==> src/rtl/fij_pkg.sv <==
`timescale 1ns/1ps
// Shared register addresses, field positions and configuration type for
// the error injection unit. Assumes a 2-bit register address space.
package fij_pkg;
    localparam int REG_AW = 2;
    localparam int REG_DW = 32;
    localparam int IDX_W  = 8;

    typedef enum logic [REG_AW-1:0] {
        A_CTRL = 2'd0,
        A_SEL  = 2'd1,
        A_IVL  = 2'd2,
        A_STAT = 2'd3
    } reg_addr_e;

    localparam int CTRL_EN      = 0;
    localparam int CTRL_PER     = 1;
    localparam int CTRL_DBL     = 2;
    localparam int SEL_A_LSB    = 0;
    localparam int SEL_B_LSB    = 8;
    localparam int STAT_DONE    = 0;
    localparam int STAT_ARMED   = 1;
    localparam int STAT_CNT_LSB = 16;

    typedef struct packed {
        logic             en;
        logic             periodic;
        logic             dbl;
        logic [IDX_W-1:0] idx_a;
        logic [IDX_W-1:0] idx_b;
    } inj_cfg_t;
endpackage

==> src/rtl/fij_regs.sv <==
`timescale 1ns/1ps
// Configuration registers and read mux. Decodes single-cycle writes into
// config state and the strobes that other parts act on. Assumes
// IVL_W <= 16 and CNT_W <= 16.
module fij_regs
    import fij_pkg::*;
#(
    parameter int IVL_W = 16,
    parameter int CNT_W = 16
) (
    input  logic                    clk,
    input  logic                    rst_n,
    input  logic                    we,
    input  logic [REG_AW-1:0]       addr,
    input  logic [REG_DW-1:0]       wdata,
    input  logic                    armed,
    input  logic                    done,
    input  logic [CNT_W-1:0]        count,
    output inj_cfg_t                cfg,
    output logic [IVL_W-1:0]        ivl,
    output logic                    ctrl_wr,
    output logic                    arm_set,
    output logic                    stat_clr,
    output logic [REG_DW-1:0]       rdata
);
    logic unused_wdata;
    assign unused_wdata = ^wdata[REG_DW-1:STAT_CNT_LSB];

    // Write strobes decoded from the register port.
    assign ctrl_wr  = we && (reg_addr_e'(addr) == A_CTRL);
    assign stat_clr = we && (reg_addr_e'(addr) == A_STAT);
    assign arm_set  = ctrl_wr && wdata[CTRL_EN] && !wdata[CTRL_PER];

    // Hold configuration fields written by the service controller.
    always_ff @(posedge clk) begin
        if (!rst_n) begin
            cfg <= '0;
            ivl <= '0;
        end else if (we) begin
            case (reg_addr_e'(addr))
                A_CTRL: begin
                    cfg.en       <= wdata[CTRL_EN];
                    cfg.periodic <= wdata[CTRL_PER];
                    cfg.dbl      <= wdata[CTRL_DBL];
                end
                A_SEL: begin
                    cfg.idx_a <= wdata[SEL_A_LSB +: IDX_W];
                    cfg.idx_b <= wdata[SEL_B_LSB +: IDX_W];
                end
                A_IVL:   ivl <= wdata[IVL_W-1:0];
                default: ;
            endcase
        end
    end

    // Select the register addressed for read.
    always_comb begin
        rdata = '0;
        case (reg_addr_e'(addr))
            A_CTRL: begin
                rdata[CTRL_EN]  = cfg.en;
                rdata[CTRL_PER] = cfg.periodic;
                rdata[CTRL_DBL] = cfg.dbl;
            end
            A_SEL: begin
                rdata[SEL_A_LSB +: IDX_W] = cfg.idx_a;
                rdata[SEL_B_LSB +: IDX_W] = cfg.idx_b;
            end
            A_IVL: rdata[IVL_W-1:0] = ivl;
            A_STAT: begin
                rdata[STAT_DONE]              = done;
                rdata[STAT_ARMED]             = armed;
                rdata[STAT_CNT_LSB +: CNT_W]  = count;
            end
            default: rdata = '0;
        endcase
    end
endmodule

==> src/rtl/fij_sched.sv <==
`timescale 1ns/1ps
// Decides on which valid word an injection happens. One-shot: an armed
// flag set by a CTRL write and cleared by the hit. Periodic: a counter of
// clean valid words compared with the interval. Assumes config is stable
// between register writes.
module fij_sched #(
    parameter int IVL_W = 16
) (
    input  logic             clk,
    input  logic             rst_n,
    input  logic             en,
    input  logic             periodic,
    input  logic [IVL_W-1:0] ivl,
    input  logic             ctrl_wr,
    input  logic             arm_set,
    input  logic             in_valid,
    output logic             fire,
    output logic             os_hit,
    output logic             armed
);
    logic [IVL_W-1:0] gap_q;
    logic             pr_hit;
    logic             pr_step;

    // Hit decisions for the two modes on the current word.
    assign os_hit  = in_valid && en && !periodic && armed;
    assign pr_step = in_valid && en && periodic;
    assign pr_hit  = pr_step && (gap_q >= ivl);
    assign fire    = os_hit || pr_hit;

    // One-shot arming: set by the arming write, dropped after the hit.
    always_ff @(posedge clk) begin
        if (!rst_n)       armed <= 1'b0;
        else if (ctrl_wr) armed <= arm_set;
        else if (os_hit)  armed <= 1'b0;
    end

    // Count clean valid words between periodic injections.
    always_ff @(posedge clk) begin
        if (!rst_n)       gap_q <= '0;
        else if (ctrl_wr) gap_q <= '0;
        else if (pr_step) gap_q <= pr_hit ? '0 : gap_q + 1'b1;
    end
endmodule

==> src/rtl/fij_flip.sv <==
`timescale 1ns/1ps
// Builds the flip mask from one or two bit indices and applies it to the
// passing word. Indices outside the word select nothing. Assumes
// DATA_W <= 256 so that every bit is reachable by an 8-bit index.
module fij_flip
    import fij_pkg::*;
#(
    parameter int DATA_W = 72
) (
    input  logic              fire,
    input  logic              dbl,
    input  logic [IDX_W-1:0]  idx_a,
    input  logic [IDX_W-1:0]  idx_b,
    input  logic [DATA_W-1:0] in_data,
    output logic [DATA_W-1:0] out_data
);
    logic [DATA_W-1:0] mask;

    // One decoder term per bit; the two selects are ORed, never XORed.
    for (genvar i = 0; i < DATA_W; i++) begin : g_bit
        assign mask[i] = (idx_a == IDX_W'(i)) || (dbl && (idx_b == IDX_W'(i)));
    end

    // Apply the mask only on an injection cycle.
    assign out_data = fire ? (in_data ^ mask) : in_data;
endmodule

==> src/rtl/fij_tally.sv <==
`timescale 1ns/1ps
// Saturating injection count and one-shot done flag. Clears take
// priority over updates in the same cycle.
module fij_tally #(
    parameter int CNT_W = 16
) (
    input  logic             clk,
    input  logic             rst_n,
    input  logic             fire,
    input  logic             os_hit,
    input  logic             ctrl_wr,
    input  logic             stat_clr,
    output logic [CNT_W-1:0] count,
    output logic             done
);
    localparam logic [CNT_W-1:0] CNT_MAX = '1;

    // Count injections, stopping at the maximum.
    always_ff @(posedge clk) begin
        if (!rst_n)                       count <= '0;
        else if (stat_clr)                count <= '0;
        else if (fire && count != CNT_MAX) count <= count + 1'b1;
    end

    // Record completion of a one-shot.
    always_ff @(posedge clk) begin
        if (!rst_n)                 done <= 1'b0;
        else if (stat_clr || ctrl_wr) done <= 1'b0;
        else if (os_hit)            done <= 1'b1;
    end
endmodule

==> src/rtl/fault_inject_unit.sv <==
`timescale 1ns/1ps
// Inline error injection unit for a protected datapath. Inverts one or two
// programmed bits of a valid word in one-shot or periodic mode. The data
// path is combinational (zero latency). Assumes the register port is
// driven only by the service controller.
module fault_inject_unit
    import fij_pkg::*;
#(
    parameter int DATA_W = 72,
    parameter int IVL_W  = 16,
    parameter int CNT_W  = 16
) (
    input  logic              clk,
    input  logic              rst_n,
    input  logic              cfg_we,
    input  logic [1:0]        cfg_addr,
    input  logic [31:0]       cfg_wdata,
    output logic [31:0]       cfg_rdata,
    input  logic              in_valid,
    input  logic [DATA_W-1:0] in_data,
    output logic              out_valid,
    output logic [DATA_W-1:0] out_data,
    output logic              inj_fire
);
    inj_cfg_t         cfg_q;
    logic [IVL_W-1:0] ivl_q;
    logic             ctrl_wr, arm_set, stat_clr;
    logic             fire, os_hit, armed, done;
    logic [CNT_W-1:0] count;

    fij_regs #(.IVL_W(IVL_W), .CNT_W(CNT_W)) u_regs (
        .clk(clk), .rst_n(rst_n), .we(cfg_we), .addr(cfg_addr),
        .wdata(cfg_wdata), .armed(armed), .done(done), .count(count),
        .cfg(cfg_q), .ivl(ivl_q), .ctrl_wr(ctrl_wr), .arm_set(arm_set),
        .stat_clr(stat_clr), .rdata(cfg_rdata)
    );

    fij_sched #(.IVL_W(IVL_W)) u_sched (
        .clk(clk), .rst_n(rst_n), .en(cfg_q.en), .periodic(cfg_q.periodic),
        .ivl(ivl_q), .ctrl_wr(ctrl_wr), .arm_set(arm_set),
        .in_valid(in_valid), .fire(fire), .os_hit(os_hit), .armed(armed)
    );

    fij_flip #(.DATA_W(DATA_W)) u_flip (
        .fire(fire), .dbl(cfg_q.dbl), .idx_a(cfg_q.idx_a),
        .idx_b(cfg_q.idx_b), .in_data(in_data), .out_data(out_data)
    );

    fij_tally #(.CNT_W(CNT_W)) u_tally (
        .clk(clk), .rst_n(rst_n), .fire(fire), .os_hit(os_hit),
        .ctrl_wr(ctrl_wr), .stat_clr(stat_clr), .count(count), .done(done)
    );

    assign out_valid = in_valid;
    assign inj_fire  = fire;
endmodule

==> config.mk <==
export PLATFORM = sky130hd
export DESIGN_NAME = fault_inject_unit
export DESIGN_NICKNAME = d
export VERILOG_FILES = /design/src/rtl/fij_pkg.sv /design/src/rtl/fij_regs.sv /design/src/rtl/fij_sched.sv /design/src/rtl/fij_flip.sv /design/src/rtl/fij_tally.sv /design/src/rtl/fault_inject_unit.sv
export SDC_FILE = /design/constraint.sdc
export NUM_CORES = 1
export LEC_CHECK = 0
export BUFFER_PORTS_ARGS = -buffer_cell sky130_fd_sc_hd__buf_2
export CAP_MARGIN = 30
export CORE_UTILIZATION = 40
export CTS_CLUSTER_DIAMETER = 50
export DETAILED_ROUTE_END_ITERATION = 8
export GPL_TIMING_DRIVEN = 0
export PLACE_DENSITY = 0.63
export RECOVER_POWER = 50
export SYNTH_ARGS = -nofsm -noshare
export SYNTH_HDL_FRONTEND = slang
export SYNTH_SLANG_ARGS = --single-unit
==> constraint.sdc <==
create_clock -name clk -period 3.4 [get_ports clk]
set_input_delay 0.34 -clock clk [delete_from_list [all_inputs] [get_ports clk]]
set_output_delay 0.34 -clock clk [all_outputs]
set_load 0.02 [all_outputs]
==> flow_summary.ini <==
[global_routing]
gr-usage-all-layers = 0.2623
grt_pass1_wl_mm = 32.09
antenna_found_initial = 0
gr-total-overflow = 0
grt_pass1_vias = 6037
grt_max_degree = 12

[clock_network]
htreeDepth = 3
clk_path_buf_depth = 2
clkTransAtPathRegs_ns = 0.06
cts_buffers = 9
worstSkewPairLatency_ns = 0.34
cts_root_buf = clkbuf_16
tritoncts = yes
cts.sinks = 69

[outcome]
outcome = finished with violations
failed_checks = design-rule violations

[drt]
dr.pass1.iters = 9
first_iter_violations = 598
routed_wl_mm = 21.16
via_per_inst = 5.494
avgRoutedWirePerCell_um = 17.08
ant_nets = 0
vias = 6807
drc = 24

[yosys]
avgSynthCellArea_um2 = 7.272
syn_area_um2 = 6080
synthTopCellsByCount = nand2_1 (121), a21oi_1 (95), xor2_1 (80)
synth_top_area_frac = 0.2272
seq_area_frac_synth = 0.2272
ys_warn_count = 0
ys.flop_type = dfxtp_1
async_reset_ff_frac = 0
synth.distinct_cells = 49
synthesis.nets = 970
syn_inst = 836
synthTopCellsByArea = dfxtp_1 (23%), xor2_1 (12%), a21oi_1 (7.8%)
synth_most_common_cell = nand2_1
synth_area_leader_cell = dfxtp_1
ys_seq_elements = 69
synth_edf_count = 0

[timing]
fin_ws_ns = 0.1012
rsz0062_at_grt = true
final-setup-viol-count = 0
slew_viol_final = 0
worst_clock_skew_ns = 0.006822
hold_viol_final = 0
tightestPinTransition_ns = 1.040
period_minus_slack_ns = 3.299
max_freq_mhz = 303.1
slew_headroom = 0.3013
fin_crit_sh = 0.9702

[run]
drv_cap = 0

[layout]
layout-drive-gt1-share = 0.2455
diodes = 0
multi_input_area_um2 = 4543
area_growth_syn_to_layout_pct = 28.92
fin_area_um2 = 7838
fin_nets = 1184
layout.cells.non_filler = 1239
ff_latch_area_um2 = 1386
fillers = 1498

[floorplan]
rows = 44
die_y_um = 125.3
initial_core_util = 0.4136
io_pins = 216
core_area_um2 = 14700
dieArea_um2 = 15700
die_x_um = 125.3

[setup_path]
crit_arrival_ns = 2.96
critPathLaunchType = register
worst-setup-path-type = register to output port
r2r-start = u_regs.ivl[15]
critical_path_required_ns = 3.06
critPathCaptureType = output port
slowest_stage = or3_4
cp_max_fo = 10
crit_start = u_regs.ivl[15]
path_cells = inv_1 -> ha_1 -> nand4_1 -> or3_4 -> nor4_4 -> o31ai_4 -> buf_12 -> clkbuf_2 -> a21oi_1 -> xor2_1 -> buf_4
slowest_delay_ns = 0.45

[power]
vdd_drop_max_uv = 261.0
p_leak_nw = 2.913
p_per_area_nw_per_um2 = 272.5

[placement]
placed_cell_area_um2 = 7316
place_ws_ns = 0.07396
io_buffer_count = 198
globalplace.congestion = 0.9702
place_inst = 1221
hpwl_mm = 16.93

[hold_path]
hp-start = cfg_wdata[13]
holdCritPathClass = input pin to register
path summary, 6_finish.rpt:
check                       to  slack [ns]  cells after the start
max                out_data[7]        0.10                     11
min             u_regs.ivl[13]        0.27                      3
max reg2reg  u_sched.gap_q[10]        0.75                     11
min reg2reg   u_tally.count[5]        0.47                      2
where the power goes:
group / total (mW) / switching, mW / internal (mW)
combinational: 0.422 / 0.267 / 0.155
sequential: 0.835 / 0.0124 / 0.823
clock: 0.879 / 0.349 / 0.529
layer usage:
layer | wire [µm] | GRT usage
met1 | 9139 | 0.3255
met5 | 0 | 0
met3 | 1224 | 0.03380
met4 | 561 | 0.1119
met2 | 10230 | 0.4555
cells by family (layout without fill, tap and decap cells):
kind of cell | count (synthesis) | in the layout | share of synthesized area
buffers and inverters | 91 | 310 | 0.05845
muxes | 14 | 14 | 0.02305
xor gates and xnor gates | 86 | 86 | 0.1239
AOI/OAI and AO/OA | 226 | 226 | 0.2519
and+or+nand+nor | 326 | 326 | 0.2661
adders and majority gates | 24 | 24 | 0.04939
DFF | 69 | 69 | 0.2272
worst max-delay path: cells and delay by family, from the launching register on:
| family | cells | cell delay, ns |
|---|---|---|
| xor gates and xnor gates | 1 | 0.24 |
| and+or+nand+nor | 3 | 0.81 |
| AOI/OAI and AO/OA | 2 | 0.32 |
| DFF | 1 | 0.34 |
| buffers and inverters | 4 | 0.60 |
| adders and majority gates | 1 | 0.31 |
registers in the layout, indices dropped and copies added (netlist names):
register,cells
u_sched.gap_q,16
u_regs.cfg,19
u_sched.armed,1
u_regs.ivl,16
u_tally.done,1
u_tally.count,16
repair_timing:
action	4_1_cts	5_1_grt
endpoints found under the hold margin	0	0
setup buffers	2	1
pin swaps	4	8
endpoints found under the setup margin	72	70
hold buffers	0	0
gates resized for setup	16	58
layout by cell type (no fill, tap or decap), types with 3 or more instances in the layout:
cell type and count:
a222oi_1 3, mux2i_1 14, a22oi_2 6, and4_1 3, clkbuf_1 82, xor2_1 79, and3_1 11, o41ai_1 4
buf_2 173, xnor2_1 6, nand2b_1 23, ha_1 24, dfxtp_1 65, nor4_1 5, nand4_1 15, a22oi_1 45
clkinv_2 3, clkbuf_16 9, nor3_1 17, a21boi_0 35, nor2_1 52, nand2_1 121, and2_1 15, and2_0 7
inv_1 23, dfxtp_2 4, buf_4 12, nand3b_1 3, nand3_1 25, a31oi_1 5, a32oi_1 19, a2111o_1 4
a21oi_2 33, a21oi_1 61, nor2b_1 17
area by class of cell:
cell class / instances / area share
flip-flops and latches: 69 / 0.1769
inverters: 23 / 0.01102
well taps: 184 / 0.02937
multi-input cells: 676 / 0.5797
clock inverters: 4 / 0.002874
repair buffers: 204 / 0.1319
plain buffers: 67 / 0.03560
clock buffers: 12 / 0.03273
metrics by stage:
| stage | setup TNS, ns | util | hold slack (ns) | power, mW |
|---|---|---|---|---|
| 2_1_floorplan | 0 | - | 0.4427 | 1.090 |
| 3_3_place_gp | 0 | 0.4967 | 0.4648 | 1.262 |
| 3_5_place_dp | 0 | 0.4977 | 0.4661 | 1.265 |
| 4_1_cts | -0.1074 | 0.5235 | 0.2574 | 2.149 |
| 5_1_grt | -0.1082 | 0.5332 | 0.2668 | 2.227 |
| 6_report | 0 | 0.5332 | 0.2672 | 2.136 |
No activity file was read; power rests on OpenSTA's default activity.
